--- config.mk ---
export PLATFORM = sky130hd
export DESIGN_NAME = spi_cmd_framer
export DESIGN_NICKNAME = d
export VERILOG_FILES = /design/src/rtl/spi_frame_pkg.sv /design/src/rtl/spi_frame_layout.sv /design/src/rtl/spi_crc7_accum.sv /design/src/rtl/spi_byte_shifter.sv /design/src/rtl/spi_cmd_framer.sv
export SDC_FILE = /design/constraint.sdc
export NUM_CORES = 1
export LEC_CHECK = 0
export BUFFER_PORTS_ARGS = -buffer_cell sky130_fd_sc_hd__buf_4
export CORE_ASPECT_RATIO = 1.4
export CORE_MARGIN = 2
export CORE_UTILIZATION = 40
export DETAILED_ROUTE_END_ITERATION = 6
export PLACE_DENSITY_LB_ADDON = 0.1
export SLEW_MARGIN = 25
export SYNTH_ARGS = -nofsm -noshare
export SYNTH_HDL_FRONTEND = slang
export SYNTH_HIERARCHICAL = 1
export SYNTH_SLANG_ARGS = --single-unit
--- constraint.sdc ---
create_clock -name clk -period 5.31 [get_ports clk]
set_clock_uncertainty 0.15 [all_clocks]
set_input_delay 0.7965 -clock clk [delete_from_list [all_inputs] [get_ports clk]]
set_output_delay 0.7965 -clock clk [all_outputs]
set_load 0.01 [all_outputs]
--- src/rtl/spi_frame_pkg.sv ---
package spi_frame_pkg;

    localparam int HDR_MAX = 8;

    typedef enum logic [1:0] {
        ST_IDLE,
        ST_SEND,
        ST_WAIT,
        ST_DONE
    } fsm_t;

    localparam logic [7:0] OP_DMA_WR  = 8'hC1;
    localparam logic [7:0] OP_DMA_RD  = 8'hC2;
    localparam logic [7:0] OP_INT_WR  = 8'hC3;
    localparam logic [7:0] OP_INT_RD  = 8'hC4;
    localparam logic [7:0] OP_TERM    = 8'hC5;
    localparam logic [7:0] OP_REPEAT  = 8'hC6;
    localparam logic [7:0] OP_XDMA_WR = 8'hC7;
    localparam logic [7:0] OP_XDMA_RD = 8'hC8;
    localparam logic [7:0] OP_SGL_WR  = 8'hC9;
    localparam logic [7:0] OP_SGL_RD  = 8'hCA;
    localparam logic [7:0] OP_RESET   = 8'hCF;

    // One byte of CRC7 (x^7 + x^3 + 1), most significant bit first.
    function automatic logic [6:0] crc7_step(input logic [6:0] c_in, input logic [7:0] d);
        logic [6:0] c;
        logic fb;
        c = c_in;
        for (int i = 7; i >= 0; i--) begin
            fb = c[6] ^ d[i];
            c  = {c[5:0], 1'b0} ^ (fb ? 7'h09 : 7'h00);
        end
        return c;
    endfunction

endpackage

--- src/rtl/spi_frame_layout.sv ---
module spi_frame_layout
    import spi_frame_pkg::*;
(
    input  logic [7:0]              op,
    input  logic [23:0]             addr,
    input  logic [31:0]             arg,
    input  logic                    clockless,
    input  logic                    crc_en,
    output logic [HDR_MAX-1:0][7:0] hdr,
    output logic [3:0]              hdr_len,
    output logic [3:0]              pad_len,
    output logic                    op_ok
);

    logic [7:0] int_hi;
    assign int_hi = {addr[15] | clockless, addr[14:8]};

    always_comb begin
        hdr     = '0;
        hdr[0]  = op;
        hdr_len = 4'd4;
        pad_len = 4'd5;
        op_ok   = 1'b1;
        unique case (op)
            OP_SGL_RD: begin
                hdr[1] = addr[23:16]; hdr[2] = addr[15:8]; hdr[3] = addr[7:0];
                pad_len = crc_en ? 4'd10 : 4'd8;
            end
            OP_SGL_WR: begin
                hdr[1] = addr[23:16]; hdr[2] = addr[15:8]; hdr[3] = addr[7:0];
                hdr[4] = arg[31:24]; hdr[5] = arg[23:16];
                hdr[6] = arg[15:8];  hdr[7] = arg[7:0];
                hdr_len = 4'd8;
            end
            OP_INT_RD: begin
                hdr[1] = int_hi; hdr[2] = addr[7:0]; hdr[3] = 8'h00;
                pad_len = crc_en ? 4'd10 : 4'd8;
            end
            OP_INT_WR: begin
                hdr[1] = int_hi; hdr[2] = addr[7:0];
                hdr[3] = arg[31:24]; hdr[4] = arg[23:16];
                hdr[5] = arg[15:8];  hdr[6] = arg[7:0];
                hdr_len = 4'd7;
            end
            OP_TERM, OP_REPEAT: begin
                pad_len = 4'd6;
            end
            OP_RESET: begin
                hdr[1] = 8'hFF; hdr[2] = 8'hFF; hdr[3] = 8'hFF;
                pad_len = 4'd6;
            end
            OP_DMA_WR, OP_DMA_RD: begin
                hdr[1] = addr[23:16]; hdr[2] = addr[15:8]; hdr[3] = addr[7:0];
                hdr[4] = arg[15:8];   hdr[5] = arg[7:0];
                hdr_len = 4'd6;
            end
            OP_XDMA_WR, OP_XDMA_RD: begin
                hdr[1] = addr[23:16]; hdr[2] = addr[15:8]; hdr[3] = addr[7:0];
                hdr[4] = arg[23:16];  hdr[5] = arg[15:8]; hdr[6] = arg[7:0];
                hdr_len = 4'd7;
            end
            default: begin
                op_ok = 1'b0;
            end
        endcase
    end

endmodule

--- src/rtl/spi_crc7_accum.sv ---
module spi_crc7_accum
    import spi_frame_pkg::*;
(
    input  logic       clk,
    input  logic       rst_n,
    input  logic       clr,
    input  logic       en,
    input  logic [7:0] din,
    output logic [6:0] crc
);

    always_ff @(posedge clk or negedge rst_n) begin
        if (!rst_n)   crc <= '0;
        else if (clr) crc <= 7'h7F;
        else if (en)  crc <= crc7_step(crc, din);
    end

endmodule

--- src/rtl/spi_byte_shifter.sv ---
module spi_byte_shifter #(
    parameter int HALF_DIV = 2
) (
    input  logic       clk,
    input  logic       rst_n,
    input  logic       load,
    input  logic [7:0] tx_byte,
    input  logic       miso,
    output logic       sclk,
    output logic       mosi,
    output logic       byte_done,
    output logic [7:0] rx_byte
);

    localparam int CW = (HALF_DIV > 1) ? $clog2(HALF_DIV) : 1;
    localparam logic [CW-1:0] CNT_TOP = CW'(HALF_DIV - 1);

    logic          active;
    logic [CW-1:0] cnt;
    logic [2:0]    bitn;
    logic [7:0]    tx_sh;
    logic [7:0]    rx_sh;

    always_ff @(posedge clk or negedge rst_n) begin
        if (!rst_n) begin
            active    <= 1'b0;
            cnt       <= '0;
            bitn      <= '0;
            tx_sh     <= '0;
            rx_sh     <= '0;
            sclk      <= 1'b0;
            byte_done <= 1'b0;
            rx_byte   <= '0;
        end else begin
            byte_done <= 1'b0;
            if (load && !active) begin
                active <= 1'b1;
                tx_sh  <= tx_byte;
                cnt    <= '0;
                bitn   <= '0;
                sclk   <= 1'b0;
            end else if (active) begin
                if (cnt == CNT_TOP) begin
                    cnt <= '0;
                    if (!sclk) begin
                        sclk  <= 1'b1;
                        rx_sh <= {rx_sh[6:0], miso};
                    end else begin
                        sclk <= 1'b0;
                        if (bitn == 3'd7) begin
                            active    <= 1'b0;
                            byte_done <= 1'b1;
                            rx_byte   <= rx_sh;
                        end else begin
                            bitn  <= bitn + 3'd1;
                            tx_sh <= {tx_sh[6:0], 1'b0};
                        end
                    end
                end else begin
                    cnt <= cnt + 1'b1;
                end
            end
        end
    end

    assign mosi = tx_sh[7];

endmodule

--- src/rtl/spi_cmd_framer.sv ---
module spi_cmd_framer
    import spi_frame_pkg::*;
#(
    parameter int HALF_DIV = 2,
    parameter int CNT_W    = 5
) (
    input  logic             clk,
    input  logic             rst_n,
    input  logic             start,
    input  logic [7:0]       opcode,
    input  logic [23:0]      addr,
    input  logic [31:0]      arg,
    input  logic             clockless,
    input  logic             crc_en,
    input  logic             miso,
    output logic             busy,
    output logic             done,
    output logic             bad_op,
    output logic [CNT_W-1:0] byte_count,
    output logic             cs_n,
    output logic             sclk,
    output logic             mosi,
    output logic             rx_valid,
    output logic [7:0]       rx_byte
);

    fsm_t state, nxt;

    logic [HDR_MAX-1:0][7:0] l_hdr, hdr_q;
    logic [3:0]              l_hdr_len, l_pad_len, hdr_len_q;
    logic                    l_ok, crc_on_q;
    logic [CNT_W-1:0]        total_q, idx_q;
    logic [7:0]              cur_byte;
    logic [6:0]              crc_val;
    logic                    sh_done, accept, last_byte, in_hdr;

    spi_frame_layout u_layout (
        .op(opcode), .addr(addr), .arg(arg), .clockless(clockless), .crc_en(crc_en),
        .hdr(l_hdr), .hdr_len(l_hdr_len), .pad_len(l_pad_len), .op_ok(l_ok)
    );

    assign accept    = start && (state == ST_IDLE);
    assign last_byte = (idx_q == total_q - 1'b1);
    assign in_hdr    = (idx_q < CNT_W'(hdr_len_q));

    always_comb begin
        if (in_hdr)
            cur_byte = hdr_q[idx_q[2:0]];
        else if (crc_on_q && idx_q == CNT_W'(hdr_len_q))
            cur_byte = {crc_val, 1'b0};
        else
            cur_byte = 8'h00;
    end

    spi_crc7_accum u_crc (
        .clk(clk), .rst_n(rst_n), .clr(accept),
        .en(state == ST_SEND && in_hdr), .din(cur_byte), .crc(crc_val)
    );

    spi_byte_shifter #(.HALF_DIV(HALF_DIV)) u_shift (
        .clk(clk), .rst_n(rst_n), .load(state == ST_SEND), .tx_byte(cur_byte),
        .miso(miso), .sclk(sclk), .mosi(mosi), .byte_done(sh_done), .rx_byte(rx_byte)
    );

    // Next-state logic.
    always_comb begin
        nxt = state;
        unique case (state)
            ST_IDLE: if (accept && l_ok) nxt = ST_SEND;
            ST_SEND: nxt = ST_WAIT;
            ST_WAIT: if (sh_done) nxt = last_byte ? ST_DONE : ST_SEND;
            ST_DONE: nxt = ST_IDLE;
        endcase
    end

    // State register.
    always_ff @(posedge clk or negedge rst_n) begin
        if (!rst_n) state <= ST_IDLE;
        else        state <= nxt;
    end

    // Frame context and counters.
    always_ff @(posedge clk or negedge rst_n) begin
        if (!rst_n) begin
            hdr_q      <= '0;
            hdr_len_q  <= '0;
            crc_on_q   <= 1'b0;
            total_q    <= '0;
            idx_q      <= '0;
            byte_count <= '0;
            bad_op     <= 1'b0;
        end else begin
            bad_op <= accept && !l_ok;
            if (accept && l_ok) begin
                hdr_q     <= l_hdr;
                hdr_len_q <= l_hdr_len;
                crc_on_q  <= crc_en;
                total_q   <= CNT_W'(l_hdr_len) + CNT_W'(crc_en) + CNT_W'(l_pad_len);
                idx_q     <= '0;
            end else if (state == ST_WAIT && sh_done) begin
                if (last_byte) byte_count <= total_q;
                else           idx_q      <= idx_q + 1'b1;
            end
        end
    end

    // Outputs.
    always_comb begin
        busy     = (state != ST_IDLE);
        done     = (state == ST_DONE);
        cs_n     = !(state == ST_SEND || state == ST_WAIT);
        rx_valid = sh_done;
    end

endmodule

==> key figures, run 1 <==
Synthesis
  • Syn Nets: 872
  • Synth unique cells: 68
  • #FFs+latches synth: 125
  • Cell Area, Synth: 0.00734 mm2
  • Mapped Cells: 784
  • Ys flop type: dfrtp_1
  • EDFF count, synth: 0
  • Synth Warn #: 6
  • Async SR Flop Fraction: 1.00
  • Syn Area/Cell: 9.36 um2
  • Register area share after synthesis: 0.426

Timing
  • Setup ws final: 1690 ps
  • Setup Viol. Count Final: 0
  • RSZ-0062 raised after global routing: no
  • Setup_tns: 0 ps
  • Actual slew at the worst max-slew pin: 969 ps
  • Max Fclk: 276 MHz
  • Max Slew Vio Count: 0
  • Final hold vios: 0
  • Final worst path period share: 0.682
  • Slew headroom: 0.348
  • Post-layout min period: 3620 ps

Layout
  • Layout cells sized above 1: 0.216
  • Most frequent cells in the layout: nand2_1, dfrtp_1, buf_4
  • Layout area overhead: 18.5%
  • Layout Utilization: 0.484
  • Fin nets: 934
  • Most common cell after layout, fill and taps aside: nand2_1
  • N_diodes: 0

Clock tree
  • CTS tree: yes
  • Clk buf depth: 2
  • Clock Latency Late Sink: 410 ps
  • H-tree Lvls: 4
  • Clock-pin transition on the worst setup and hold timing paths: 60 ps
  • Clk root buf: clkbuf_16
  • Hold Buf Count CTS: 0
  • Setup Fix Bufs, Post-CTS: 0
  • CTS resizes: 0
  • # clock sinks: 125
  • CTS Buf Count: 17

Floorplan
  • DIE AREA: 0.0195 mm2
  • Die height: 164 um
  • # IOs: 90
  • Core Area: 0.0180 mm2
  • DIE WIDTH: 118 um
  • Rows: 58
  • Initial Util: 0.408

Pwr
  • Pwr/cell area: 268 mW/mm2
  • Leakage: 4.54 nW
  • Max VDD drop: 182 uV

Global route
  • Pin count of the biggest net entering global routing: 78
  • Vias in the first global route: 5910
  • GRT Resource Usage Total: 0.199
  • First-pass GRT wire length: 30.4 mm
  • Gr busiest metal: met2
  • Antenna violations before repair: 0
  • Global route overflow: 0
  • Met3 global-route usage: 0.0378
  • GR Util met1: 0.243
  • Met2 Use GR: 0.357

Critical path
  • Crit. Startpoint: idx_q[2]
  • Max stage delay cell, worst path: nor3_1
  • Critical Path RT: 5490 ps
  • Crit path to: u_crc/crc[6]
  • Worst setup EP type: flip-flop
  • CP Max Fanout: 16
  • FF-to-FF path depth: 9
  • Flop-to-flop setup slack: 1690 ps
  • Startpoint Class: flip-flop
  • RR Startpoint: idx_q[2]
  • CP max stage delay: 790 ps
  • Worst-path cell chain: ha_1 -> nand3_1 -> nor3_1 -> nand3_1 -> o21ai_0 -> xnor2_1 -> xnor2_1 -> mux2i_1 -> mux2i_1
  • Critical path type: flip-flop to flip-flop
  • Worst EP arrival: 3800 ps
  • Reg2reg end: u_crc/crc[6]

Placed design
  • Post-DP HPWL: 13.2 mm
  • Place WS: 1390 ps
  • Number of port buffers: 89
  • Gpl congestion: 0.818

Drt
  • Post-Route WL: 18.2 mm
  • Via density: 5.22
  • Vias after detailed routing: 5728
  • 1st-pass router iterations: 5
  • DR WL/cell: 16.6 um
  • ANT nets after route: 0
  • DRT iter0 DRCs: 344
  • Post-route DRC: 0

Flow run
  • MaxCap Viol Count: 0

Hold path
  • Worst hold path class: input pin to asynchronous set/reset pin

Run status
  • Status: finished, final reports clean
## worst min-delay path by stage
stage	from	endpoint	slack, ps	cells past startpoint
after floorplan	u_shift/rx_sh[7]	u_shift/rx_byte[7]	280	2
after global placement	u_shift/rx_sh[7]	u_shift/rx_byte[7]	300	2
after detailed placement	u_shift/rx_sh[7]	u_shift/rx_byte[7]	300	2
after CTS	rst_n	u_shift/rx_byte[0]	160	1
after global routing	rst_n	u_shift/rx_byte[0]	170	1
final	rst_n	u_shift/rx_byte[0]	160	1
## cell type report
| type | instances | area, um2 |
|---|---|---|
| inverter | 22 | 82.6 |
| multi-input combinational | 582 | 3810 |
| fill | 1801 | 9300 |
| tap | 240 | 300 |
| clock buffer | 20 | 457 |
| sequential | 125 | 3130 |
| timing repair buffer | 98 | 736 |
| clock inverter | 11 | 190 |
## where the power goes
part | switching (mW) | internal (mW) | leakage (nW) | total [mW]
combinational | 0.0631 | 0.0481 | 2.55 | 0.111
sequential | 0.000285 | 0.954 | 1.68 | 0.954
clock | 0.416 | 0.853 | 0.304 | 1.27
## routing by layer
layer	up-vias	wire length, um
li1	2795	-
met1	2786	7910
met2	123	9450
met3	24	579
met4	0	294
met5	-	0
## state kept, by name, indices dropped and copies added (netlist names)
name	flops
state	2
hdr_len_q	4
byte_count	5
u_shift/cnt	1
u_crc/crc	7
u_shift/sclk	1
u_shift/tx_sh	8
u_shift/byte_done	1
hdr_q	64
u_shift/bitn	3
crc_on_q	1
u_shift/active	1
idx_q	5
u_shift/rx_byte	8
bad_op	1
total_q	5
u_shift/rx_sh	8
## logic make-up after synthesis
group / share of synthesized area
muxes: 0.100
xor gates and xnor gates: 0.0365
adders and majority gates: 0.0327
DFF: 0.426
and+or+nand+nor: 0.222
buffers and inverters: 0.0576
AOI/OAI and AO/OA: 0.125
## critical path, delay by kind of cell (launching register included)
kind | cells | cell delay [ps]
compound gates | 1 | 220
xor+xnor | 2 | 500
fa+ha+maj | 1 | 460
flops | 1 | 680
mux | 2 | 470
simple gates | 3 | 1060
## synthesized netlist by cell type, drive strengths merged (2+ instances only)
cell type	count	area share
nand2b	3	0.0026
a22o	17	0.020
or3	7	0.0068
nor3	9	0.0068
xnor2	20	0.025
a211oi	2	0.0020
o211ai	3	0.0037
fa	2	0.0055
mux2i	20	0.027
and3b	2	0.0024
buf	39	0.037
and2	12	0.010
nor2b	6	0.0051
clkbuf	16	0.0095
nand4	4	0.0043
dfrtp	125	0.43
a221o	8	0.011
and3	3	0.0026
nand3b	2	0.0038
nand2	259	0.13
nand3	12	0.0099
a21oi	14	0.010
ha	16	0.027
inv	22	0.011
nor4	2	0.0046
o2bb2ai	17	0.023
xor2	7	0.0084
mux2	14	0.024
mux4	16	0.049
a32oi	8	0.0095
o21ai	38	0.027
a211o	2	0.0024
a21o	10	0.010
nor2	34	0.018
## through the flow
| step | area (um2) | cells | hold WS, ps | power, mW |
|---|---|---|---|---|
| 2_1_floorplan | 7340 | 784 | 283 | 1.01 |
| 5_1_grt | 8700 | 1098 | 170 | 2.42 |
| 3_3_place_gp | 8030 | 1066 | 301 | 1.08 |
| 3_5_place_dp | 8030 | 1066 | 301 | 1.08 |
| 4_1_cts | 8680 | 1097 | 162 | 2.36 |
| 6_report | 8700 | 1098 | 156 | 2.33 |
No activity file was read; power rests on OpenSTA's default activity.
==> run 2, diff against run 1 <==
==> constraint.sdc (replaced) <==
create_clock -name clk -period 3.6 [get_ports clk]
set_clock_uncertainty 0.15 [all_clocks]
set_input_delay 0.54 -clock clk [delete_from_list [all_inputs] [get_ports clk]]
set_output_delay 0.54 -clock clk [all_outputs]
set_load 0.01 [all_outputs]
==> key figures, run 2 (synthesized netlist as in run 1, its figures left out) <==
Critical path
  • Buffers and inverters on the worst path: 1
  • Worst EP arrival: 3200 ps
  • CP Max Fanout: 11
  • Critical Path RT: 3750 ps
  • Worst-path cell chain: buf_4 -> mux4_2 -> mux2i_1 -> o21ai_0 -> xnor2_2 -> xnor2_1 -> o21ai_0 -> or3b_1
  • Worst setup EP type: flip-flop
  • Critical path type: flip-flop to flip-flop
  • Max stage delay cell, worst path: dfrtp_1
  • CP top delay family: flip-flops
  • Startpoint Class: flip-flop
  • CP dominant cell by count: o21ai_0
  • CP max stage delay: 780 ps

Hold path
  • Worst hold path class: input pin to asynchronous set/reset pin

Timing
  • RSZ-0062 raised after global routing: no
  • Max Fclk: 327 MHz
  • Worst hold margin: 50.7 ps
  • Setup Viol. Count Final: 0
  • Slew headroom: 0.473
  • Max Slew Vio Count: 0
  • Actual slew at the worst max-slew pin: 790 ps
  • Final hold vios: 0
  • Post-layout min period: 3060 ps
  • Final worst path period share: 0.850
  • Setup_tns: 0 ps

Layout
  • Most common cell after layout, fill and taps aside: nand2_1
  • Largest register by flop count: hdr_q
  • Layout area overhead: 19.4%
  • Fin nets: 943
  • Most frequent cells in the layout: nand2_1, dfrtp_1, buf_4
  • Layout cells sized above 1: 0.222
  • Number of flip-flops in the largest register: 64
  • N_diodes: 0

Global route
  • Global route overflow: 0
  • Pin count of the biggest net entering global routing: 78
  • Antenna violations before repair: 0
  • Vias in the first global route: 5820
  • GRT Resource Usage Total: 0.200
  • First-pass GRT wire length: 30.7 mm

Drt
  • Post-Route WL: 18.5 mm
  • ANT nets after route: 0
  • Post-route DRC: 0
  • Vias after detailed routing: 5778
  • Via density: 5.21
  • DRT iter0 DRCs: 348
  • DR WL/cell: 16.7 um
  • 1st-pass router iterations: 6

Clock tree
  • # clock sinks: 125
  • Hold Buf Count CTS: 0
  • CTS Buf Count: 17
  • CTS resizes: 0
  • H-tree Lvls: 4
  • Setup Fix Bufs, Post-CTS: 0
  • CTS tree: yes
  • Clk buf depth: 2
  • Clock Latency Late Sink: 420 ps
  • Clock-pin transition on the worst setup and hold timing paths: 60 ps
  • Clk root buf: clkbuf_16

Floorplan
  • Core Area: 0.0180 mm2
  • DIE WIDTH: 118 um
  • Initial Util: 0.408
  • # IOs: 90
  • Rows: 58
  • DIE AREA: 0.0195 mm2
  • Die height: 164 um

Pwr
  • Clock Power Share: 0.539
  • Pwr/cell area: 389 mW/mm2
  • Sequential Power Share: 0.413
  • Pint: 2.66 mW
  • Logic gate share of total power: 0.048
  • Switch share: 0.220
  • Leakage: 4.59 nW
  • Sw power: 0.750 mW
  • Max VDD drop: 241 uV

Placed design
  • Number of port buffers: 89
  • Post-DP HPWL: 13.5 mm
  • Gpl congestion: 0.880

Run status
  • Status: finished, final reports clean

Flow run
  • MaxCap Viol Count: 0
## run 2: worst register-to-register path: cells and delay by family, from the launching register on
family,cells,cell delay [ps]
and+or+nand+nor,1,350
xor gates and xnor gates,2,370
muxes,2,650
buffers and inverters,1,310
DFF,1,780
AOI/OAI and AO/OA,2,330
## run 2: final cells by class
| type | instances | area (um2) |
|---|---|---|
| clock buffer | 18 | 439 |
| tap | 240 | 300 |
| clock inverter | 14 | 193 |
| inverter | 22 | 82.6 |
| fill | 1766 | 9230 |
| multi-input combinational | 582 | 3790 |
| sequential | 125 | 3130 |
| timing repair buffer | 107 | 828 |
## run 2: metrics by stage
stage / power, mW / utilization / instances / setup WS, ps / instance area [um2]
2_1_floorplan: 1.49 / - / 784 / 650 / 7340
3_3_place_gp: 1.59 / 0.452 / 1076 / 576 / 8130
3_5_place_dp: 1.60 / 0.452 / 1076 / 506 / 8130
4_1_cts: 3.45 / 0.487 / 1108 / 508 / 8760
5_1_grt: 3.53 / 0.487 / 1108 / 285 / 8760
6_report: 3.41 / 0.487 / 1108 / 541 / 8760
## run 2: power by group through the flow
| stage | sequential, mW | combinational [mW] | clock (mW) |
|---|---|---|---|
| after global placement | 1.43 | 0.161 | 0 |
| after floorplan | 1.43 | 0.0575 | 0 |
| after CTS | 1.41 | 0.166 | 1.88 |
| after global routing | 1.41 | 0.181 | 1.95 |
| after detailed placement | 1.43 | 0.166 | 0 |
| final | 1.41 | 0.163 | 1.84 |
## run 2: path summary, 6_finish.rpt
| kind | startpoint | endpoint | slack, ps | cells after the start |
|---|---|---|---|---|
| setup / recovery | idx_q[0] | u_crc/crc[3] | 540 | 8 |
| min in group clk | opcode[7] | hdr_q[7] | 190 | 3 |
| setup reg to reg | idx_q[0] | u_crc/crc[3] | 540 | 8 |
| hold / removal | rst_n | total_q[0] | 50 | 1 |
| hold reg to reg | u_shift/rx_sh[7] | u_shift/rx_byte[7] | 320 | 2 |
| max in group asynchronous | rst_n | hdr_q[30] | 2340 | 2 |
## run 2: routing by layer
metal,up-vias,part of all wire,GRT usage
li1,2808,-,-
met1,2807,0.44,0.248
met2,152,0.52,0.364
met3,11,0.038,0.0358
met4,0,0.0076,0.0465
met5,-,0,0
==> run 3, diff against run 2 <==
--- a/config.mk
+++ b/config.mk
@@ -5,6 +5,7 @@
 export SDC_FILE = /design/constraint.sdc
 export NUM_CORES = 1
 export LEC_CHECK = 0
+export ABC_AREA = 1
 export BUFFER_PORTS_ARGS = -buffer_cell sky130_fd_sc_hd__buf_4
 export CORE_ASPECT_RATIO = 1.4
 export CORE_MARGIN = 2
==> constraint.sdc (replaced) <==
create_clock -name clk -period 2.49 [get_ports clk]
set_clock_uncertainty 0.15 [all_clocks]
set_input_delay 0.3735 -clock clk [delete_from_list [all_inputs] [get_ports clk]]
set_output_delay 0.3735 -clock clk [all_outputs]
set_load 0.01 [all_outputs]
==> key figures, run 3 <==
Timing
  • Final hold vios: 0
  • Actual slew at the worst max-slew pin: 478 ps
  • Post-layout min period: 2430 ps
  • Setup_tns: 0 ps
  • Max Slew Vio Count: 0
  • Final worst path period share: 0.977
  • Slew headroom: 0.681
  • Setup Viol. Count Final: 0
  • Max Fclk: 411 MHz
  • RSZ-0062 raised after global routing: yes

Critical path
  • CP top delay family: simple AND/OR/NAND/NOR gates
  • CP Max Fanout: 4
  • Worst EP arrival: 2590 ps
  • Buffers and inverters on the worst path: 2
  • Reg2reg end: u_crc/crc[3]
  • Worst-path cell chain: ha_4 -> a21o_1 -> a211oi_4 -> buf_12 -> nand2_1 -> o21ai_4 -> inv_1 -> nand2_1 -> nand3_2 -> nand2_1 -> nand2_2 -> nand2_2 -> nand2_1 -> nand3_1 -> nand2_1
  • Flop-to-flop setup slack: 60 ps
  • Crit path to: u_crc/crc[3]
  • Critical Path RT: 2650 ps
  • CP max stage delay: 410 ps
  • Crit path depth: 15
  • Worst setup EP type: flip-flop
  • Max stage delay cell, worst path: dfrtp_1
  • Startpoint Class: flip-flop
  • FF-to-FF path depth: 15
  • CP dominant cell by count: nand2_1
  • RR Startpoint: idx_q[2]
  • Crit. Startpoint: idx_q[2]
  • Critical path type: flip-flop to flip-flop

Layout
  • N_diodes: 0
  • Most common cell after layout, fill and taps aside: nand2_1
  • Layout area overhead: 26.7%
  • Fin nets: 1368
  • Layout Cell Area excl Fill: 0.00978 mm2
  • Number of flip-flops in the largest register: 64
  • Layout cells sized above 1: 0.193
  • Most frequent cells in the layout: nand2_1, buf_4, dfrtp_1
  • Largest register by flop count: hdr_q

Clock tree
  • Clk buf depth: 2
  • # clock sinks: 125
  • H-tree Lvls: 4
  • CTS Buf Count: 17
  • CTS tree: yes
  • Clock-pin transition on the worst setup and hold timing paths: 60 ps
  • Clk root buf: clkbuf_16
  • Clock Latency Late Sink: 420 ps

Floorplan
  • DIE WIDTH: 121 um
  • Core Area: 0.0191 mm2
  • Rows: 60
  • Die height: 168 um
  • Initial Util: 0.405
  • # IOs: 90
  • DIE AREA: 0.0204 mm2

Pwr
  • Total power: 8.33 mW
  • Pwr/cell area: 852 mW/mm2
  • Max VDD drop: 534 uV
  • Leakage: 5.47 nW

Synthesis
  • Post-synth top area share: 0.405
  • Ys flop type: dfrtp_1
  • EDFF count, synth: 0
  • Async SR Flop Fraction: 1.00
  • Most frequent cell after synthesis: nand2_1
  • Cell Area, Synth: 0.00772 mm2
  • Most common library cells after synthesis: nand2_1, dfrtp_1, nand3_1
  • Syn Area/Cell: 6.70 um2
  • Synth Warn #: 6
  • Leading area contributor after synthesis: dfrtp_1
  • Syn Nets: 1241
  • Largest cells by area after synthesis: dfrtp_1, nand2_1, nand3_1
  • Mapped Cells: 1153
  • Synth unique cells: 33
  • Register area share after synthesis: 0.405
  • #FFs+latches synth: 125

Global route
  • First-pass GRT wire length: 35.5 mm
  • Pin count of the biggest net entering global routing: 65
  • Global route overflow: 0
  • GRT Resource Usage Total: 0.220
  • Vias in the first global route: 7217
  • Antenna violations before repair: 0

Placed design
  • DP Area: 0.00896 mm2
  • Post-DP HPWL: 15.6 mm
  • Gpl congestion: 0.914
  • Number of port buffers: 89

Drt
  • Via density: 4.78
  • ANT nets after route: 0
  • Post-route DRC: 0
  • DRT iter0 DRCs: 396
  • Post-Route WL: 21.5 mm
  • Vias after detailed routing: 7373
  • 1st-pass router iterations: 5
  • DR WL/cell: 13.9 um

Hold path
  • Worst hold path class: input pin to flip-flop

Run status
  • Status: finished, final reports clean

Flow run
  • MaxCap Viol Count: 0
-- run 3: kinds of logic after synthesis --
logic type                 share of synthesized area
AOI/OAI and AO/OA                             0.0410
xor gates and xnor gates                      0.0147
adders and majority gates                     0.0311
buffers and inverters                         0.0815
DFF                                            0.405
and+or+nand+nor                                0.427
-- run 3: cell type report --
type,count,area [um2]
clock buffer,19,453
multi-input combinational,894,4070
inverter,79,304
tap,248,310
fill,1971,9290
timing repair buffer,163,1330
sequential,125,3130
clock inverter,13,188
-- run 3: how the worst min path moves through the flow --
| stage | startpoint | to | slack, ps | cells after the start |
|---|---|---|---|---|
| after floorplan | rst_n | bad_op | -70 | 0 |
| final | miso | u_shift/rx_sh[0] | 50 | 3 |
| after detailed placement | rst_n | byte_count[0] | 220 | 1 |
| after global placement | rst_n | byte_count[0] | 220 | 1 |
| after global routing | miso | u_shift/rx_sh[0] | 40 | 3 |
| after CTS | miso | u_shift/rx_sh[0] | 40 | 3 |
-- run 3: tightest hold or removal path, stage by stage --
cell and delay, ps:
buf_4 80, nand3_1 70, nand2_1 60
-- run 3: layer usage --
| metal | GRT usage | share of wire | up-vias |
|---|---|---|---|
| met5 | 0 | 0 | - |
| met4 | 0.0900 | 0.029 | 0 |
| met3 | 0.0322 | 0.030 | 36 |
| met2 | 0.384 | 0.51 | 132 |
| met1 | 0.269 | 0.44 | 3371 |
| li1 | - | - | 3834 |
-- run 3: power breakdown --
| group | switching (mW) | total, mW | leakage [nW] | internal (mW) |
|---|---|---|---|---|
| combinational | 1.71 | 2.97 | 3.49 | 1.25 |
| clock | 0.953 | 2.68 | 0.306 | 1.73 |
| sequential | 0.277 | 2.68 | 1.68 | 2.41 |
-- run 3: stage by stage --
step | util | setup slack [ps] | hold WS [ps] | cells
floorplan | - | 21.5 | -72.1 | 1153
global placement | 0.470 | -50.3 | 222 | 1501
detailed placement | 0.470 | -62.5 | 217 | 1501
CTS | 0.504 | 13.4 | 36.2 | 1534
global route | 0.513 | -80.3 | 41.5 | 1541
finish | 0.513 | 57.6 | 51.2 | 1541
-- run 3: timing repair --
action,in CTS,in global routing
hold endpoints to repair,32,0
hold buffers,1,0
buffers inserted,0,7
endpoints found under the setup margin,0,7
gates resized for setup,0,34
